==> src/rtl/rxf_pkg.sv <==
package rxf_pkg;
   localparam int ERR_W   = 6;
   localparam int E_CRC   = 0;
   localparam int E_COLL  = 1;
   localparam int E_RXER  = 2;
   localparam int E_GIANT = 3;
   localparam int E_WDOG  = 4;
   localparam int E_RUNT  = 5;
   localparam int S_OVF   = 6;

   typedef struct packed {
      logic       is_stat;
      logic [7:0] byte_v;
   } rxf_entry_t;
endpackage

==> src/rtl/rxf_store.sv <==
module rxf_store
   import rxf_pkg::*;
#(
   parameter int DEPTH = 16,
   localparam int AW = $clog2(DEPTH)
) (
   input  logic          clk,
   input  logic          we0,
   input  logic [AW-1:0] wa0,
   input  rxf_entry_t    wd0,
   input  logic          we1,
   input  logic [AW-1:0] wa1,
   input  rxf_entry_t    wd1,
   input  logic [AW-1:0] ra,
   output rxf_entry_t    rd
);
   rxf_entry_t mem [DEPTH];

   for (genvar g = 0; g < DEPTH; g++) begin : g_ent
      always_ff @(posedge clk) begin
         if (we1 && wa1 == AW'(g))
            mem[g] <= wd1;
         else if (we0 && wa0 == AW'(g))
            mem[g] <= wd0;
      end
   end

   assign rd = mem[ra];

   always_ff @(posedge clk) begin
      if (we0 && we1) begin
         assert_dual_write_distinct_R8: assert (wa0 != wa1)
            else $error("two writes to one entry in one cycle");
      end
   end
endmodule

==> src/rtl/rxf_admit_decide.sv <==
module rxf_admit_decide
   import rxf_pkg::*;
(
   input  logic             fwd_i,
   input  logic             sf_i,
   input  logic             handed_i,
   input  logic             ovf_i,
   input  logic             no_data_i,
   input  logic [ERR_W-1:0] err_i,
   output logic             drop_o,
   output logic [7:0]       status_o
);
   logic policy_drop;

   always_comb begin
      if (fwd_i)
         policy_drop = err_i[E_RUNT];
      else
         policy_drop = (|err_i) | ovf_i;
      drop_o = !handed_i && (no_data_i || (sf_i && ovf_i) || policy_drop);
      status_o = '0;
      status_o[ERR_W-1:0] = err_i;
      status_o[S_OVF] = ovf_i;
   end
endmodule

==> src/rtl/rxf_drop_filter.sv <==
module rxf_drop_filter
   import rxf_pkg::*;
#(
   parameter int DEPTH  = 16,
   parameter int THRESH = 4,
   localparam int AW = $clog2(DEPTH),
   localparam int PW = AW + 1
) (
   input  logic             clk,
   input  logic             rst_n,
   input  logic             cfg_fwd_err,
   input  logic             cfg_store_fwd,
   input  logic             in_valid,
   input  logic             in_sof,
   input  logic             in_eof,
   input  logic [7:0]       in_data,
   input  logic [ERR_W-1:0] in_err,
   input  logic             out_pop,
   output logic             out_valid,
   output logic [7:0]       out_data,
   output logic             out_is_status
);
   initial begin
      assert_depth_pow2: assert (DEPTH >= 4 && (1 << AW) == DEPTH)
         else $error("DEPTH must be a power of two of at least 4");
      assert_thresh_range: assert (THRESH >= 1 && THRESH < DEPTH - 1)
         else $error("THRESH must lie in 1..DEPTH-2");
   end

   logic [PW-1:0] wr_ptr, commit_ptr, rd_ptr, sof_q, cnt_q;
   logic          in_frame, sf_q, fwd_q, ovf_q, hand_q;

   logic          accept_beat, cur_sf, cur_fwd, cur_ovf, cur_hand;
   logic [PW-1:0] cur_cnt, cur_sofp, occ, wp1, cnt1;
   logic          room, store_b, ovf1, hand1, end_b, drop, keep_end;
   logic [7:0]    status_b;
   rxf_entry_t    rd_ent;

   always_comb begin
      accept_beat = in_valid && (in_sof || in_frame);
      cur_sf   = in_sof ? cfg_store_fwd : sf_q;
      cur_fwd  = in_sof ? cfg_fwd_err   : fwd_q;
      cur_ovf  = in_sof ? 1'b0 : ovf_q;
      cur_hand = in_sof ? 1'b0 : hand_q;
      cur_cnt  = in_sof ? '0   : cnt_q;
      cur_sofp = in_sof ? wr_ptr : sof_q;
      occ      = wr_ptr - rd_ptr;
      room     = occ < PW'(DEPTH - 1);
      store_b  = accept_beat && room && !cur_ovf;
      wp1      = wr_ptr + PW'(store_b);
      cnt1     = cur_cnt + PW'(store_b);
      ovf1     = cur_ovf || (accept_beat && !store_b);
      hand1    = cur_hand || (!cur_sf && cnt1 >= PW'(THRESH));
      end_b    = accept_beat && in_eof;
      keep_end = end_b && !drop;
   end

   rxf_admit_decide u_decide (
      .fwd_i     (cur_fwd),
      .sf_i      (cur_sf),
      .handed_i  (hand1),
      .ovf_i     (ovf1),
      .no_data_i (cnt1 == '0),
      .err_i     (in_err),
      .drop_o    (drop),
      .status_o  (status_b)
   );

   rxf_store #(.DEPTH(DEPTH)) u_store (
      .clk (clk),
      .we0 (store_b),
      .wa0 (wr_ptr[AW-1:0]),
      .wd0 ('{is_stat: 1'b0, byte_v: in_data}),
      .we1 (keep_end),
      .wa1 (wp1[AW-1:0]),
      .wd1 ('{is_stat: 1'b1, byte_v: status_b}),
      .ra  (rd_ptr[AW-1:0]),
      .rd  (rd_ent)
   );

   always_ff @(posedge clk) begin
      if (!rst_n) begin
         wr_ptr     <= '0;
         commit_ptr <= '0;
         rd_ptr     <= '0;
         sof_q      <= '0;
         cnt_q      <= '0;
         in_frame   <= 1'b0;
         sf_q       <= 1'b0;
         fwd_q      <= 1'b0;
         ovf_q      <= 1'b0;
         hand_q     <= 1'b0;
      end else begin
         if (accept_beat) begin
            sf_q     <= cur_sf;
            fwd_q    <= cur_fwd;
            sof_q    <= cur_sofp;
            cnt_q    <= cnt1;
            ovf_q    <= ovf1;
            hand_q   <= hand1;
            in_frame <= !in_eof;
            if (end_b && drop)
               wr_ptr <= cur_sofp;
            else if (keep_end)
               wr_ptr <= wp1 + PW'(1);
            else
               wr_ptr <= wp1;
            if (keep_end)
               commit_ptr <= wp1 + PW'(1);
            else if (hand1)
               commit_ptr <= wp1;
         end
         if (out_pop && out_valid)
            rd_ptr <= rd_ptr + PW'(1);
      end
   end

   assign out_valid     = rd_ptr != commit_ptr;
   assign out_data      = rd_ent.byte_v;
   assign out_is_status = rd_ent.is_stat;

   assert_drop_rewinds_R10: assert property (@(posedge clk) disable iff (!rst_n)
      (end_b && drop) |=> (wr_ptr == commit_ptr));

   assert_idle_committed_R10: assert property (@(posedge clk) disable iff (!rst_n)
      !in_frame |-> (wr_ptr == commit_ptr));

   assert_no_overrun_R9: assert property (@(posedge clk) disable iff (!rst_n)
      (wr_ptr - rd_ptr) <= PW'(DEPTH));

   assert_sf_holds_R7: assert property (@(posedge clk) disable iff (!rst_n)
      (accept_beat && cur_sf && !in_eof) |=> $stable(commit_ptr));

   assert_handed_visible_R5: assert property (@(posedge clk) disable iff (!rst_n)
      (in_frame && hand_q) |-> (commit_ptr == wr_ptr));
endmodule

==> config.mk <==
export PLATFORM = sky130hd
export DESIGN_NAME = rxf_drop_filter
export DESIGN_NICKNAME = d
export VERILOG_FILES = /design/src/rtl/rxf_pkg.sv /design/src/rtl/rxf_store.sv /design/src/rtl/rxf_admit_decide.sv /design/src/rtl/rxf_drop_filter.sv
export SDC_FILE = /design/constraint.sdc
export NUM_CORES = 1
export LEC_CHECK = 0
export BUFFER_PORTS_ARGS = -buffer_cell sky130_fd_sc_hd__buf_2
export CORE_MARGIN = 2
export CORE_UTILIZATION = 60
export CTS_CLUSTER_DIAMETER = 30
export DETAILED_ROUTE_END_ITERATION = 8
export PLACE_DENSITY = 0.75
export SLEW_MARGIN = 10
export SYNTH_ARGS = -nofsm -noshare
export SYNTH_HDL_FRONTEND = slang
export SYNTH_HIERARCHICAL = 1
export SYNTH_SLANG_ARGS = --single-unit
==> constraint.sdc <==
create_clock -name clk -period 6.5 [get_ports clk]
set_input_delay 1.3 -clock clk [delete_from_list [all_inputs] [get_ports clk]]
set_output_delay 1.3 -clock clk [all_outputs]
set_load 0.05 [all_outputs]
==> results.yml, run 1 <==
outcome:
  status: "finished clean"
grt:
  grt_pass1_wl_um: 34080
  gr-total-overflow: 0
  grt_max_degree: 41
  grt_usage_pct: 27.28
  antenna_found_initial: 0
  first_global_vias: 6024
sta:
  timing.fmax_mhz: 172.8
  setup_viol: 0
  max-slew-margin-rel_pct: 34.73
  finalCriticalPeriod_ps: 5789
  finalCritPeriodShare_pct: 89.06
  rsz0062_at_grt: "no"
  holdWs_ps: 469.4
  fin_setup_tns_ps: 0
  final_critical_path_setup_slack_ps: 711.4
  skew_ps: 7.729
  hold_viol_final: 0
  maxSlewViolCount: 0
  worstMarginPinSlew_ps: 977.0
setup_path:
  crit_path_frequent_cell: "ha_1"
  regToRegSetupSlack_ps: 710
  cp_num_buf_inv: 4
  timing.rr.start: "wr_ptr[0]"
  path_max_fanout: 9
  critPathKind: "flip-flop to flip-flop"
  cp-start-kind: "flip-flop"
  cp-end-kind: "flip-flop"
  critPathSlowestCell: "o211ai_2"
  critPathRequiredTime_ps: 6680
  reg2reg_to: "u_store/mem[3][6]"
  cp_top_family: "compound AO/OA/AOI/OAI gates"
  ff2ff_path_depth: 24
  crit_chain: "inv_1 -> ha_1 -> inv_1 -> fa_1 -> a21o_1 -> a21oi_1 -> xnor2_1 -> nand3b_1 -> a41oi_1 -> ha_1 -> ha_1 -> nand3_1 -> mux2i_1 -> and2_2 -> nor3b_1 -> a211oi_1 -> a21oi_1 -> buf_4 -> nand2b_1 -> nor2_2 -> buf_4 -> or3b_1 -> o211ai_2 -> mux2_2"
  cp.arrival_ps: 5970
  cpPeakStageDelay_ps: 620
hold_path:
  whs_path_depth: 2
  whs_endpoint: "cnt_q[0]"
  hold_start: "cnt_q[0]"
  hp-class: "flip-flop to flip-flop"
detailed_routing:
  drc: 0
  drt-total-wl_um: 21920
  via_per_inst: 6.309
  detail_route.wl_per_cell_um: 23.05
  drt_iter0_drc: 585
  dr.pass1.iters: 5
  vias: 6000
  drtAntennaViolNets: 0
flow_run:
  cap_violations: 0
power_and_ir_drop:
  p_leak_nw: 3.758
  finalPower_mw: 2.424
  p_per_area_mw_per_mm2: 229.8
  ir_drop_mv: 0.1888
synthesis:
  syn-cell-area_mm2: 0.009625
  ys_types: 65
  synth_edf_count: 144
  synth_top_family_by_area: "multiplexers"
  syn_area_per_cell_um2: 13.83
  synth-xor-area-share_pct: 1.820
  async_flop_share_pct: 0
  synthMuxAreaShare_pct: 26.96
  synth-simple-area-share_pct: 6.811
  yosysWarnings: 6
  syn_inst: 696
  synth_ff_type: "edfxtp_1"
  ys_seq_elements: 174
  synth_compound_area_share_pct: 8.202
  synth-adder-area-share_pct: 1.508
  yosysSeqAreaShare_pct: 51.16
cts:
  cts_max_level: 4
  clk_pin_slew_ps: 60
  cts_tree: "yes"
  clkLatencyLatePin_ps: 430
  postCtsSetupRepairBufs: 0
  clock_sinks: 174
  cts_buffer_depth: 2
  numCtsBuffers: 17
  holdBufCountCts: 0
  cts_resized: 0
  cts_root_buffer: "clkbuf_16"
die:
  pin_count: 32
  die-area_mm2: 0.01707
  die_y_um: 130.7
  rows: 46
  coreArea_mm2: 0.01577
  start_util_pct: 61.04
  die_w_um: 130.7
cells_and_area:
  layout-drive-gt1-share_pct: 40.27
  num_antenna_cells: 0
  fin_util_pct: 66.87
  area_growth_pct: 9.554
  nets: 755
  filler_cell_count: 1173
place:
  numPortBuffers: 31
  dpl.hpwl_um: 14260
  place_ws_ps: 710.8
  gp_congestion: 0.8332
power breakdown:
part	total [mW]	leakage (nW)	switching (mW)	internal, mW
combinational	0.236	1.95	0.140	0.0957
clock	0.954	0.260	0.430	0.524
sequential	1.23	1.54	0.00877	1.23
metrics by stage:
step	area, µm²	cells
final	10550	951
after floorplan	9671	708
after CTS	10550	951
after detailed placement	9998	919
after global placement	9998	919
after global routing	10550	951
area by class of cell:
cell class / count / area, µm² / area share, %
Timing Repair Buffer: 57 / 350.3 / 3.322
Clock inverter: 15 / 121.4 / 1.151
Multi-Input combinational cell: 463 / 4417 / 41.88
Tap cell: 216 / 270.3 / 2.563
Inverter: 9 / 33.78 / 0.3204
Clock buffer: 17 / 425.4 / 4.034
Sequential cell: 174 / 4927 / 46.73
cell usage after synthesis, types with 3 or more instances:
cell	n	share of area, %
and2_1	7	0.45
buf_4	8	0.62
conb_1	3	0.12
inv_1	9	0.35
o211ai_2	10	1.3
a21o_1	3	0.23
a21oi_1	8	0.42
mux2i_1	14	1.5
xnor2_1	11	1.0
nor2_1	13	0.51
o211a_1	6	0.62
nand2_1	48	1.9
mux2_2	146	17
xor2_1	9	0.82
edfxtp_1	144	45
clkbuf_1	36	1.4
nand2b_1	4	0.26
o31ai_1	4	0.31
a22oi_1	19	1.5
a21boi_0	7	0.55
nand4_1	3	0.20
o21ai_0	22	1.1
buf_2	14	0.73
ha_1	10	1.3
mux4_2	36	8.4
nor2b_1	14	0.91
dfxtp_1	30	6.2
nand3_1	12	0.62
state kept, by name, indices dropped and copies added (netlist names):
register	flops
rd_ptr	5
sof_q	5
u_store/mem	144
wr_ptr	5
in_frame	1
sf_q	1
ovf_q	1
cnt_q	5
fwd_q	1
commit_ptr	5
hand_q	1
logic make-up after synthesis:
| kind of cell | Yosys count |
|---|---|
| muxes | 196 |
| DFF | 174 |
| and+or+nand+nor | 123 |
| AOI/OAI and AO/OA | 98 |
| buffers and inverters | 71 |
| xor gates and xnor gates | 20 |
| adders and majority gates | 11 |
| other | 3 |
worst max-delay path by stage:
stage	start	end	slack, ps	cells past startpoint
2_1_floorplan	in_sof	u_store/mem[0][0]	830	18
3_3_place_gp	wr_ptr[0]	u_store/mem[0][2]	910	24
3_5_place_dp	wr_ptr[0]	u_store/mem[3][6]	710	24
4_1_cts	wr_ptr[0]	u_store/mem[3][6]	690	24
5_1_grt	wr_ptr[0]	u_store/mem[0][4]	270	24
6_report	wr_ptr[0]	u_store/mem[3][6]	710	24
metal layers:
metal | track usage, % | vias to the layer above | wire [µm]
met4 | 10.45 | 0 | 538
met1 | 34.98 | 3036 | 8972
met2 | 46.60 | 210 | 11200
met3 | 4.927 | 42 | 1216
li1 | - | 2712 | -
met5 | 0 | - | 0
placed cells by master (no fill, tap or decap), types with 3 or more instances in the layout:
cell type and instances:
inv_6 3, mux2i_1 14, a21o_1 3, nand2_1 48, buf_4 26, nand4_1 3, a21boi_0 7, a22oi_1 19
o211ai_2 10, o31ai_1 4, o21ai_0 22, nor2b_1 14, and2_1 7, nor2_1 13, o211a_1 6, xor2_1 9
ha_1 10, mux2_2 146, clkbuf_16 17, inv_1 9, edfxtp_1 144, conb_1 15, clkinv_1 4, mux4_2 36
nand3_1 12, nand2b_1 4, xnor2_1 11, clkinvlp_4 3, dfxtp_1 28, buf_2 31, a21oi_1 8
worst min-delay path, cell delays in order (launching register included):
cell	delay [ps]
dfxtp_1	310
nand2_1	50
a21boi_0	70
Power figures use the tool's default switching activity.
==> run 2, diff against run 1 <==
CTS_BUF_LIST = sky130_fd_sc_hd__clkbuf_4 sky130_fd_sc_hd__clkbuf_8   (was unset)
SYNTH_HIERARCHICAL = unset   (was 1)
clock period = 7.2 ns   (was 6.5 ns; I/O delays follow)
==> results.yml, run 2 <==
outcome:
  status: "finished clean"
cts:
  clock_sinks: 178
  cts_resized: 0
  numCtsBuffers: 17
  cts_root_buffer: "clkbuf_8"
  postCtsSetupRepairBufs: 0
  cts_tree: "yes"
  clk_pin_slew_ps: 90
  cts_buffer_depth: 2
  holdBufCountCts: 0
  cts_max_level: 4
  clkLatencyLatePin_ps: 460
synthesis:
  syn-cell-area_mm2: 0.009743
  synth_top_area_share_pct: 44.07
  yosysSeqAreaShare_pct: 51.26
  ys_seq_elements: 178
  async_flop_share_pct: 0
  synth_ff_type: "edfxtp_1"
  synth_edf_count: 143
  netlist_top_cells_area: "edfxtp_1, mux4_2, mux2_2"
  yosys.area.top_type: "edfxtp_1"
  ys_types: 69
  syn_area_per_cell_um2: 13.42
  synth_nets: 762
  yosysMostFrequentCell: "edfxtp_1"
  syn_inst: 726
  yosysWarnings: 0
  synth_common_cells: "edfxtp_1, mux2_2, mux4_2, nand2_1, dfxtp_1"
cells_and_area:
  area_growth_pct: 6.794
  nets: 770
  layout-drive-gt1-share_pct: 32.04
  num_antenna_cells: 0
  top_register: "u_store.mem"
  stdcell_area_mm2: 0.01041
  largest_reg_flops: 144
  most-common-layout-cells: "edfxtp_1, mux2_2, mux4_2, nand2_1, dfxtp_1"
  final_common_cell: "edfxtp_1"
  filler_cell_count: 1183
grt:
  grt_usage_pct: 27.32
  gr-total-overflow: 0
  grt_max_degree: 37
  antenna_found_initial: 1
  first_global_vias: 6312
  grt_pass1_wl_um: 35910
setup_path:
  cp-start-kind: "flip-flop"
  cp-end-kind: "flip-flop"
  path_max_fanout: 12
  critPathKind: "flip-flop to flip-flop"
  cp.arrival_ps: 5870
  regToRegSetupSlack_ps: 1410
  critPathRequiredTime_ps: 7280
detailed_routing:
  drt_iter0_drc: 619
  drc: 0
  drt-total-wl_um: 22810
  via_per_inst: 6.538
  detail_route.wl_per_cell_um: 23.72
  dr.pass1.iters: 7
  vias: 6290
  drtAntennaViolNets: 0
power_and_ir_drop:
  ir_drop_mv: 0.1258
  p_per_area_mw_per_mm2: 192.0
  p_leak_nw: 3.479
place:
  dpl.hpwl_um: 15480
  numPortBuffers: 31
  gp_congestion: 0.9033
  place_area_mm2: 0.01002
sta:
  hold_viol_final: 0
  worstMarginPinSlew_ps: 1063
  fin_setup_tns_ps: 0
  holdWs_ps: 457.9
  rsz0062_at_grt: "no"
  maxSlewViolCount: 0
  finalCritPeriodShare_pct: 80.38
  skew_ps: 14.41
  timing.fmax_mhz: 172.8
  setup_viol: 0
  max-slew-margin-rel_pct: 28.65
  finalCriticalPeriod_ps: 5787
die:
  die_y_um: 131.4
  coreArea_mm2: 0.01589
  die-area_mm2: 0.01727
  start_util_pct: 61.33
  rows: 46
  pin_count: 32
  die_w_um: 131.4
hold_path:
  hp-class: "flip-flop to flip-flop"
flow_run:
  cap_violations: 0
run 2: final cells by class:
type	instances	area [µm²]	share of cell area, %
inverter	22	82.58	0.7936
multi-input combinational	466	4382	42.11
tap	216	270.3	2.597
clock buffer	19	249.0	2.393
timing repair buffer	49	290.3	2.790
sequential	178	4996	48.02
clock inverter	12	135.1	1.299
run 2: power breakdown:
group	total (mW)	internal [mW]	switching, mW
registers	1.13	1.12	0.00910
clock network	0.676	0.316	0.360
logic	0.194	0.0735	0.120
run 2: per-stage QoR:
stage	setup slack, ps	utilization [%]	instances	power, mW
3_5_place_dp	1109	63.08	931	1.341
2_1_floorplan	1739	-	726	1.291
3_3_place_gp	1259	63.08	931	1.334
6_report	1413	65.50	962	1.998
5_1_grt	999.0	65.50	962	2.057
4_1_cts	1487	65.50	962	2.002
run 2: routing by layer:
layer	track usage, %	vias to the layer above	share of wire [%]
met5	0	-	0
met4	9.058	0	2.4
met3	4.398	41	5.6
met2	49.04	287	53
met1	33.72	3138	39
li1	-	2824	-
run 2: worst max-delay path, stage by stage, from the launching register on:
cell	delay (ps)
dfxtp_1	460
inv_1	260
ha_1	230
inv_1	70
fa_1	430
xnor2_1	140
nor3b_1	290
nand3_1	240
nand2_2	160
clkinv_1	240
ha_1	350
ha_1	300
nand2_1	130
a211oi_2	60
o21ai_0	300
o311ai_4	230
o21ai_4	390
nand3_1	230
o21ai_1	870
run 2: path summary, 6_finish.rpt:
kind,start,to,cells after the start
max reg2reg,wr_ptr[0],u_store.mem[9][0],18
min,sof_q[1],sof_q[1],2
min reg2reg,sof_q[1],sof_q[1],2
max,wr_ptr[0],u_store.mem[9][0],18
run 2: kinds of logic after synthesis:
kind of cell               count (synthesis)  share of synthesized area (%)
DFF                                      178                          51.26
and+or+nand+nor                          165                          8.784
muxes                                    141                          21.90
AOI/OAI and AO/OA                        130                          10.90
adders and majority gates                 14                          1.875
xor gates and xnor gates                  16                          1.438
buffers and inverters                     82                          3.840
